[src/rtl/gtu_tx_pkg.sv]
package gtu_tx_pkg;

  typedef enum logic [0:0] {
    SEQ_IDLE = 1'b0,
    SEQ_SEND = 1'b1
  } seq_state_e;

  // start bit + data + parity
  function automatic int frame_bits(input int ch_per_line, input int cnt_w);
    return ch_per_line * cnt_w + 2;
  endfunction

  // width of an index that counts 0 .. n-1
  function automatic int idx_width(input int n);
    return (n <= 2) ? 1 : $clog2(n);
  endfunction

endpackage

[src/rtl/gtu_gate_edge.sv]
module gtu_gate_edge #(
  parameter int SYNC_STAGES = 2
) (
  input  logic clk,
  input  logic rst_n,
  input  logic gate_in,
  output logic rise_evt
);

  logic [SYNC_STAGES-1:0] sync_q;
  logic                   prev_q;

  generate
    for (genvar s = 0; s < SYNC_STAGES; s++) begin : g_stage
      if (s == 0) begin : g_first
        always_ff @(posedge clk or negedge rst_n) begin
          if (!rst_n) sync_q[0] <= 1'b0;
          else        sync_q[0] <= gate_in;
        end
      end else begin : g_next
        always_ff @(posedge clk or negedge rst_n) begin
          if (!rst_n) sync_q[s] <= 1'b0;
          else        sync_q[s] <= sync_q[s-1];
        end
      end
    end
  endgenerate

  always_ff @(posedge clk or negedge rst_n) begin
    if (!rst_n) prev_q <= 1'b0;
    else        prev_q <= sync_q[SYNC_STAGES-1];
  end

  assign rise_evt = sync_q[SYNC_STAGES-1] & ~prev_q;

endmodule

[src/rtl/gtu_frame_seq.sv]
module gtu_frame_seq
  import gtu_tx_pkg::*;
#(
  parameter int FRAME_LEN = 66,
  localparam int IDX_W    = idx_width(FRAME_LEN)
) (
  input  logic             clk,
  input  logic             rst_n,
  input  logic             rise_evt,
  output logic             capture,
  output logic             active,
  output logic [IDX_W-1:0] bit_idx
);

  localparam logic [IDX_W-1:0] LAST_IDX = IDX_W'(FRAME_LEN - 1);

  seq_state_e       state_q;
  logic [IDX_W-1:0] idx_q;
  logic             last_bit;

  assign last_bit = (idx_q == LAST_IDX);
  assign capture  = rise_evt && (state_q == SEQ_IDLE);

  always_ff @(posedge clk or negedge rst_n) begin
    if (!rst_n) begin
      state_q <= SEQ_IDLE;
      idx_q   <= '0;
    end else begin
      unique case (state_q)
        SEQ_IDLE: begin
          idx_q <= '0;
          if (capture) state_q <= SEQ_SEND;
        end
        SEQ_SEND: begin
          if (last_bit) begin
            state_q <= SEQ_IDLE;
            idx_q   <= '0;
          end else begin
            idx_q <= idx_q + IDX_W'(1);
          end
        end
        default: state_q <= SEQ_IDLE;
      endcase
    end
  end

  assign active  = (state_q == SEQ_SEND);
  assign bit_idx = idx_q;

endmodule

[src/rtl/gtu_lane_ser.sv]
module gtu_lane_ser
  import gtu_tx_pkg::*;
#(
  parameter int CH_PER_LINE = 8,
  parameter int CNT_W       = 8,
  localparam int DATA_W     = CH_PER_LINE * CNT_W,
  localparam int FRAME_LEN  = frame_bits(CH_PER_LINE, CNT_W),
  localparam int IDX_W      = idx_width(FRAME_LEN)
) (
  input  logic              clk,
  input  logic              rst_n,
  input  logic              capture,
  input  logic              active,
  input  logic [IDX_W-1:0]  bit_idx,
  input  logic [DATA_W-1:0] cnt_in,
  output logic              ser
);

  logic [DATA_W-1:0] shadow_q;
  logic              par_q;

  // 1 for an even count of ones
  function automatic logic even_ones(input logic [DATA_W-1:0] d);
    return ~(^d);
  endfunction

  // bit sent at frame position idx
  function automatic logic pick_bit(input logic [DATA_W-1:0] d,
                                    input logic              par,
                                    input logic [IDX_W-1:0]  idx);
    int k;
    int ch;
    int b;
    if (idx == '0) return 1'b1;
    if (idx == IDX_W'(FRAME_LEN - 1)) return par;
    k  = int'(idx) - 1;
    ch = k / CNT_W;
    b  = CNT_W - 1 - (k % CNT_W);
    return d[ch*CNT_W + b];
  endfunction

  always_ff @(posedge clk or negedge rst_n) begin
    if (!rst_n) begin
      shadow_q <= '0;
      par_q    <= 1'b0;
    end else if (capture) begin
      shadow_q <= cnt_in;
      par_q    <= even_ones(cnt_in);
    end
  end

  assign ser = active ? pick_bit(shadow_q, par_q, bit_idx) : 1'b0;

endmodule

[src/rtl/gtu_frame_tx.sv]
module gtu_frame_tx
  import gtu_tx_pkg::*;
#(
  parameter int NUM_LINES   = 9,
  parameter int CH_PER_LINE = 8,
  parameter int CNT_W       = 8,
  parameter int SYNC_STAGES = 2
) (
  input  logic                                 clk,
  input  logic                                 rst_n,
  input  logic                                 gate_in,
  input  logic [NUM_LINES*CH_PER_LINE*CNT_W-1:0] counters_in,
  output logic [NUM_LINES-1:0]                 ser_out,
  output logic                                 tx_on
);

  localparam int DATA_W    = CH_PER_LINE * CNT_W;
  localparam int FRAME_LEN = frame_bits(CH_PER_LINE, CNT_W);
  localparam int IDX_W     = idx_width(FRAME_LEN);

  logic             rise_evt;
  logic             capture;
  logic             active;
  logic [IDX_W-1:0] bit_idx;

  gtu_gate_edge #(.SYNC_STAGES(SYNC_STAGES)) u_edge (
    .clk      (clk),
    .rst_n    (rst_n),
    .gate_in  (gate_in),
    .rise_evt (rise_evt)
  );

  gtu_frame_seq #(.FRAME_LEN(FRAME_LEN)) u_seq (
    .clk      (clk),
    .rst_n    (rst_n),
    .rise_evt (rise_evt),
    .capture  (capture),
    .active   (active),
    .bit_idx  (bit_idx)
  );

  generate
    for (genvar l = 0; l < NUM_LINES; l++) begin : g_lane
      gtu_lane_ser #(.CH_PER_LINE(CH_PER_LINE), .CNT_W(CNT_W)) u_lane (
        .clk     (clk),
        .rst_n   (rst_n),
        .capture (capture),
        .active  (active),
        .bit_idx (bit_idx),
        .cnt_in  (counters_in[l*DATA_W +: DATA_W]),
        .ser     (ser_out[l])
      );
    end
  endgenerate

  assign tx_on = active;

endmodule

[config.mk]
export PLATFORM = sky130hd
export DESIGN_NAME = gtu_frame_tx
export DESIGN_NICKNAME = d
export VERILOG_FILES = /design/src/rtl/gtu_tx_pkg.sv /design/src/rtl/gtu_gate_edge.sv /design/src/rtl/gtu_frame_seq.sv /design/src/rtl/gtu_lane_ser.sv /design/src/rtl/gtu_frame_tx.sv
export SDC_FILE = /design/constraint.sdc
export NUM_CORES = 2
export LEC_CHECK = 0
export BUFFER_PORTS_ARGS = -buffer_cell sky130_fd_sc_hd__buf_2
export CORE_ASPECT_RATIO = 0.5
export CORE_MARGIN = 10
export CORE_UTILIZATION = 40
export CTS_CLUSTER_SIZE = 28
export DETAILED_ROUTE_END_ITERATION = 10
export GPL_TIMING_DRIVEN = 0
export HOLD_SLACK_MARGIN = 0.1
export SETUP_SLACK_MARGIN = 0.02
export SKIP_CTS_REPAIR_TIMING = 1
export SLEW_MARGIN = 10
export SYNTH_ARGS = -nofsm -noshare
export SYNTH_HDL_FRONTEND = slang
export SYNTH_SLANG_ARGS = --single-unit
[constraint.sdc]
create_clock -name clk -period 4.4 [get_ports clk]
set_clock_uncertainty 0.1 [all_clocks]
set_input_delay 0 -clock clk [delete_from_list [all_inputs] [get_ports clk]]
set_output_delay 0 -clock clk [all_outputs]
set_load 0.05 [all_outputs]
# Word level (Yosys, flattened, before mapping)
# Index checks and enable logic that the tools add are counted.
[totals] ff_bits=596 inputBits=579 out_inout_bits=10 word_cells=127
[classes] add_sub_neg=5 order_cmp=1 n_eq_ne=1 muxes=72 bitwise_logic=13 n_reduce_logical=12
[op_table] operator="$reduce_xor A64 Y1" n=9
[op_table] operator="$mux W1" n=60
[op_table] operator="$bmux W1 S6" n=9
[op_table] operator="$add A32 B32 Y32" n=1
[op_table] operator="$lt A32 B8 Y1 const B" n=1
[op_table] operator="$add A29 B1 Y29" n=1
[op_table] operator="$pmux W7 S2" n=1
[op_table] operator="$not A1 Y1" n=11
[op_table] operator="$sub A7 B1 Y8 const B" n=1
[op_table] operator="$add A7 B1 Y7 const B" n=1
[op_table] operator="$eq A7 B7 Y1 const B" n=1
[op_table] operator="$logic_not A7 Y1" n=1
[op_table] operator="$mux W7" n=1
[op_table] operator="$sub A4 B4 Y5 const A" n=1
[op_table] operator="$reduce_or A3 Y1" n=1
[op_table] operator="$and A1 B1 Y1" n=2
[op_table] operator="$pmux W1 S2" n=1
[op_table] operator="$logic_and A1 B1 Y1" n=1

# Logic depth before layout (Yosys ltp)
[depth] ltp_word=11 mapped_depth=18 depth_no_buf=12

# Cells and area by module
# Synthesis repeated with hierarchy kept, for this count alone.
[hier_totals] cells_unflattened=2721 area_unflattened_um2=35831.9
[modules_own_cells] mod="gtu_lane_ser" n_inst=9 cells_per_inst=298 area_per_inst_um2=3927.5 seq_area_each_um2=1626.6
[modules_own_cells] mod="gtu_frame_seq" n_inst=1 cells_per_inst=35 area_per_inst_um2=395.4 seq_area_each_um2=200.2
[modules_own_cells] mod="gtu_gate_edge" n_inst=1 cells_per_inst=4 area_per_inst_um2=88.8 seq_area_each_um2=75.1

# Least setup slack after synthesis
# No wires, ideal clock.
[synth_timing] path_kind="flip-flop to output port" start="reg u_seq.idx_q[0], in the netlist u_seq.bit_idx[0]" end="out ser_out[0]" arrival_time_ns=3.510 required_time_ns=4.300 slack_ns=0.790 path_stages_with_launch=19 path_buffers=8 path_cell_list="dfrtp_1 > buf_4 > buf_4 > inv_1 > ha_1 > xnor2_1 > buf_2 > buf_2 > buf_2 > a21oi_1 > ha_1 > ha_1 > nor2b_1 > buf_2 > buf_2 > a22oi_1 > nand2_1 > a31oi_1 > buf_4"
[synth_via] elab_chain_len=11 elab_cells_between_ends=18 cone_classes="4 x add/sub; 1 x eq/ne; 10 x mux; 1 x bitwise; 2 x reduce/logical"
[synth_lines] item="from (decl)" line="gtu_frame_seq.sv:18" text="logic [IDX_W-1:0] idx_q;"
[synth_lines] item="from (signal assigned)" line="gtu_frame_seq.sv:39" text="idx_q <= idx_q + IDX_W'(1);"
[synth_lines] item="$sub A7 B1 Y8" line="gtu_lane_ser.sv:36" text="k = int'(idx) - 1;"
[synth_lines] item="$reduce_or A3 Y1 (no source line)"
[synth_lines] item="$and A1 B1 Y1 (no source line)"
[synth_lines] item="$add A29 B1 Y29 (no source line) / $sub A4 B4 Y5 (equally long branches)"
[synth_lines] item="$add A32 B32 Y32" line="gtu_lane_ser.sv:39" text="return d[ch*CNT_W + b];"
[synth_lines] item="$bmux W1 S6" line="gtu_lane_ser.sv:39"
[synth_lines] item="$mux W1 (implied by the code) (2 in series)" line="gtu_lane_ser.sv:39"
[synth_lines] item="$mux W1" line="gtu_lane_ser.sv:36"
[synth_lines] item="$mux W1 (*)" line="gtu_lane_ser.sv:35" text="if (idx == IDX_W'(FRAME_LEN - 1)) return par;"
[synth_lines] item="$mux W1 (*)" line="gtu_lane_ser.sv:52" text="assign ser = active ? pick_bit(shadow_q, par_q, bit_idx) : 1'b0;"
[synth_lines] item="to (decl)" line="gtu_frame_tx.sv:13" text="output logic [NUM_LINES-1:0] ser_out,"
# Mark *: on every way between the ends. The rest lies on a longest branch, timed or not. The select of a mux whose other input is x is not followed.

# Worst setup path after layout
[layout_timing] start="reg u_seq.idx_q[0], in the netlist u_seq.bit_idx[0]" end="out ser_out[7]"
# Same word-level chain as after synthesis.

==> results.rst <==
.. list-table::
   :header-rows: 1

   * - Metric
     - Value
   * - Result of the run
     - completed
   * - Max cap viols
     - 0
   * - Mean Syn Cell Area
     - 8.78 um2
   * - Post-DP HPWL
     - between 100000 and 150000 um
   * - Clk network pwr share
     - 17.7%
   * - Arrival time of the worst setup path
     - 4.21 ns
   * - Kind of critical path
     - flop to output port
   * - Port-buffer cells
     - 588
   * - Area growth, synth to finish
     - 46.2%
   * - Number of nets in the synthesized netlist
     - 4255
   * - Final RePlAce weighted congestion
     - 0.911
   * - H-tree depth
     - 2
   * - Leading area contributor after synthesis
     - dfrtp_1
   * - First-pass iteration count of the detailed router
     - 6
   * - Worst Path Max Fanout
     - 10
   * - Worst-Margin Slew
     - 1.16 ns
   * - Total buffers and inverters traversed by the critical path
     - 7
   * - Share of the synthesized area in compound gates (AO/OA/AOI/OAI)
     - 1.57%
   * - Final Instance Area
     - 0.0471 mm2
   * - Rel. slew slack
     - 22.2%
   * - Switching share of power
     - 43.9%
   * - Vias in the first global route
     - 28432
   * - Setup repair after global routing missed its margin
     - false
   * - Layout cell share with drive strength beyond 1
     - 18.0%
   * - Min Tclk post-route
     - 4.31 ns
   * - Instance count of the mapped netlist
     - 3669
   * - Area contributors post-synth
     - dfrtp_1 46%, nand2_1 23%, xnor2_1 14%
   * - Main combinational cell family by area after synthesis
     - simple AND/OR/NAND/NOR gates
   * - Share of power burned in combinational logic
     - 54.5%
   * - Distinct cell type count after synthesis
     - 33
   * - Total track usage
     - 26.8%
   * - Floorplan die width
     - 421 um
   * - Layout fillers
     - 6643
   * - Starting utilization of the core area
     - 40.5%
   * - Hold Violations, Final
     - 0
   * - Fraction of synthesized area in multiplexers
     - 8.49%
   * - Antenna violations before repair
     - 48
   * - Clock latency at the later pin of the worst-skew pair
     - roughly 0.61 ns
   * - Type of the most critical hold path
     - input port to flop
   * - Area inside the core boundary
     - 0.0796 mm2
   * - Number of synthesized register bits
     - 596
   * - Cell class contributing the biggest share of worst-path delay
     - buffers and inverters
   * - Drt wl/cell
     - 24.1 um
   * - Number of cells traversed by the worst register-to-register path
     - 6
   * - Leak Pwr
     - about 0.022 uW
   * - Final Total Pwr
     - 29700 uW
   * - Post-place instance area
     - 0.0367 mm2
   * - Finished Layout Cells
     - 6269
   * - Per-cell via count in the routed design
     - 5.35
   * - Number of standard-cell rows in the floorplan
     - 73
   * - Post-Place Cells
     - approximately 5400
   * - Final #Nets
     - 5684
   * - Die Y-Extent
     - ~220 um
   * - TritonCTS Buffers
     - 55
   * - Die Footprint
     - 0.0929 mm2
   * - Worst IR Drop VDD
     - 0.726 mV
   * - Fraction of the mapped netlist area in adder cells
     - 0.272%
   * - P_sw
     - around 13000 uW
   * - Number of warning messages in the yosys log
     - 0
   * - Register-to-register setup slack
     - 1.28 ns
   * - Pint
     - 16700 uW
   * - Longest Clk Path Bufs
     - 3
   * - Share of the clock period used by the worst path after layout
     - 97.9%
   * - Crit Reg-Reg Startpoint
     - u_seq.active$_DFF_PN0_
   * - Logic depth of the worst path, buffers included
     - 14
   * - Delay of the slowest cell on the worst path
     - just over 0.7 ns
   * - Number of ports placed on the die boundary
     - 589
   * - Clock slew at the register clock pins of the worst setup and hold paths
     - ~0.070 ns
   * - Sequential share of power
     - 27.8%
   * - Start point of the critical path
     - u_seq.bit_idx[0]$_DFF_PN0_
   * - Final routed DRC violation total
     - 0
   * - Overall routed net length
     - 151000 um
   * - Final Max Tran Viols
     - 0
   * - Final setup violating endpoints
     - 0
   * - Final ANT Viol Nets
     - 0
   * - Post-synth top area share
     - a little under half
   * - Synth Area in Simple Gates
     - 24.6%
   * - Number of instances on the worst hold path
     - 4
   * - Cell-by-cell listing of the critical path
     - buf_8 > buf_12 > clkinvlp_4 > ha_1 > buf_2 > nor2_1 > buf_2 > nand3_1 > nand4_1 > a21oi_1 > nand3_2 > a31oi_1 > buf_4 > buf_6
   * - Hold_sp
     - counters_in[466]
   * - Most prevalent standard cell on the critical path
     - buf_2
   * - Data required time of the critical path
     - 4.30 ns
   * - Drt first-iter violations
     - 3394
   * - Number of clock sinks seen by CTS
     - 596
   * - Share of the synthesized netlist area taken by xor and xnor gates
     - 15.8%
   * - Share of synthesized area occupied by flip-flops and latches
     - 46.3%
   * - Global route overflow
     - 0
   * - Setup crit end kind
     - output port
   * - Clock tree from TritonCTS
     - yes
   * - Root buf cell
     - clkbuf_16
   * - Wire length of the first global-routing pass
     - 184000 um
   * - Maximum number of pins on one net before global-route repair
     - 109
   * - Mapped cell area
     - around 0.032 mm2
   * - Critical Path Source Type
     - flop
   * - Standard cell with the maximum stage delay on the critical path
     - nor2_1
   * - Power per standard cell area
     - 631 mW/mm2
   * - Max Clock Freq
     - ~230 MHz
   * - Vias after detailed routing
     - 33514
## metal layers
metal | global-route usage, % | vias up | part of all wire (%)
met5 | 0 | - | 0.14
met4 | 10.5 | 12 | 7.4
met3 | 6.20 | 802 | 10
met2 | 45.2 | 2143 | 46
met1 | 33.5 | 16085 | 36
li1 | - | 14472 | -
## through the flow
step	hold slack, ns	TNS (ns)	util, %	setup WS (ns)
CTS	-0.706	-17.53	48.5	-1.99
floorplan	-0.396	0	-	0.790
global route	0.0622	0	59.1	0.00769
finish	0.0377	0	59.2	0.0942
detailed placement	-0.0551	-11.60	46.1	-1.33
global placement	0.0360	-5532.30	45.9	-9.37
## power by group through the flow
stage                     registers [uW]  logic [uW]  clock network (uW)
after floorplan                     7950        8430                   0
after CTS                           8190       13500                5240
final                               8260       16200                5260
after global placement              8220       13200                   0
after detailed placement            8270       13400                   0
after global routing                8420       16900                5500
## cell type report
cell class / instances / area (um2) / share of cell area (%)
Inverter: 2 / 11.3 / 0.0239
Sequential cell: 596 / 14900 / 31.7
Timing Repair Buffer: 1372 / 11000 / 23.3
Clock buffer: 78 / 1610 / 3.41
Antenna cell: 46 / 115 / 0.245
Tap cell: 1087 / 1360 / 2.89
Buffer: 204 / 1020 / 2.17
Clock inverter: 17 / 288 / 0.611
Multi-Input combinational cell: 2867 / 16800 / 35.6
## placed cells by master, fill, tap and decap left out, types with 4 or more instances in the layout
| cell type | instances |
|---|---|
| nor2b_1 | 4 |
| a32oi_1 | 9 |
| o21ai_0 | 18 |
| mux4_2 | 112 |
| nand3_2 | 9 |
| nor2_1 | 11 |
| clkbuf_16 | 57 |
| clkbuf_8 | 10 |
| a21oi_1 | 7 |
| nand3_1 | 74 |
| clkbuf_2 | 6 |
| nand4_1 | 9 |
| a32oi_4 | 5 |
| buf_4 | 39 |
| buf_16 | 7 |
| a31oi_4 | 4 |
| buf_6 | 16 |
| ha_1 | 4 |
| a31oi_2 | 7 |
| a31oi_1 | 23 |
| mux2i_1 | 20 |
| buf_2 | 603 |
| xnor2_1 | 510 |
| dlygate4sd3_1 | 755 |
| nand2_1 | 1946 |
| diode_2 | 46 |
| clkinv_2 | 8 |
| xor2_1 | 65 |
| buf_8 | 4 |
| buf_12 | 7 |
| clkbuf_1 | 145 |
| bufinv_16 | 8 |
| dfrtp_1 | 595 |
## worst register-to-register path: stages (launching register included)
cell	delay [ns]
dfrtp_1	0.43
nor3b_1	0.21
clkbuf_1	0.43
clkbuf_1	0.87
clkbuf_1	0.73
nand2_1	0.19
nand2_1	0.11
## logic make-up (layout without fill, tap and decap cells)
group,Yosys count,in the layout
xor gates and xnor gates,580,581
buffers and inverters,207,1673
AOI/OAI and AO/OA,79,79
other,1,47
adders and majority gates,7,7
DFF,596,596
muxes,133,133
and+or+nand+nor,2066,2066
## registers in the layout (all words and copies together) (netlist names)
register                count
u_edge.prev_q               1
g_lane.u_lane.par_q         9
u_seq.active                1
u_seq.bit_idx               7
u_edge.sync_q               2
g_lane.u_lane.shadow_q    576
## cell usage after synthesis (all sizes together)
library cell / n
inv: 2
nor2: 12
or3b: 1
nand2: 1947
conb: 1
buf: 66
mux4: 112
a22oi: 1
ha: 7
nor2b: 4
and3: 1
xor2: 68
dfrtp: 596
nand3: 86
mux2: 1
mux2i: 20
a21oi: 9
o21ai: 18
and2: 2
clkbuf: 139
nor3: 1
nor4: 2
a32oi: 16
a31oi: 34
a221oi: 1
nand4: 9
nor3b: 1
xnor2: 512
## final timing paths
| check | to |
|---|---|
| worst max-delay path | ser_out[7] |
| worst min-delay path | g_lane[7].u_lane.shadow_q[18]$_DFFE_PN0P_ |
| worst max register to register | g_lane[6].u_lane.shadow_q[40]$_DFFE_PN0P_ |
| worst min register to register | u_edge.sync_q[1]$_DFF_PN0_ |
| max in group asynchronous | g_lane[7].u_lane.shadow_q[34]$_DFFE_PN0P_ |
| min in group asynchronous | g_lane[3].u_lane.shadow_q[7]$_DFFE_PN0P_ |
(Power assumes the default switching activity.)
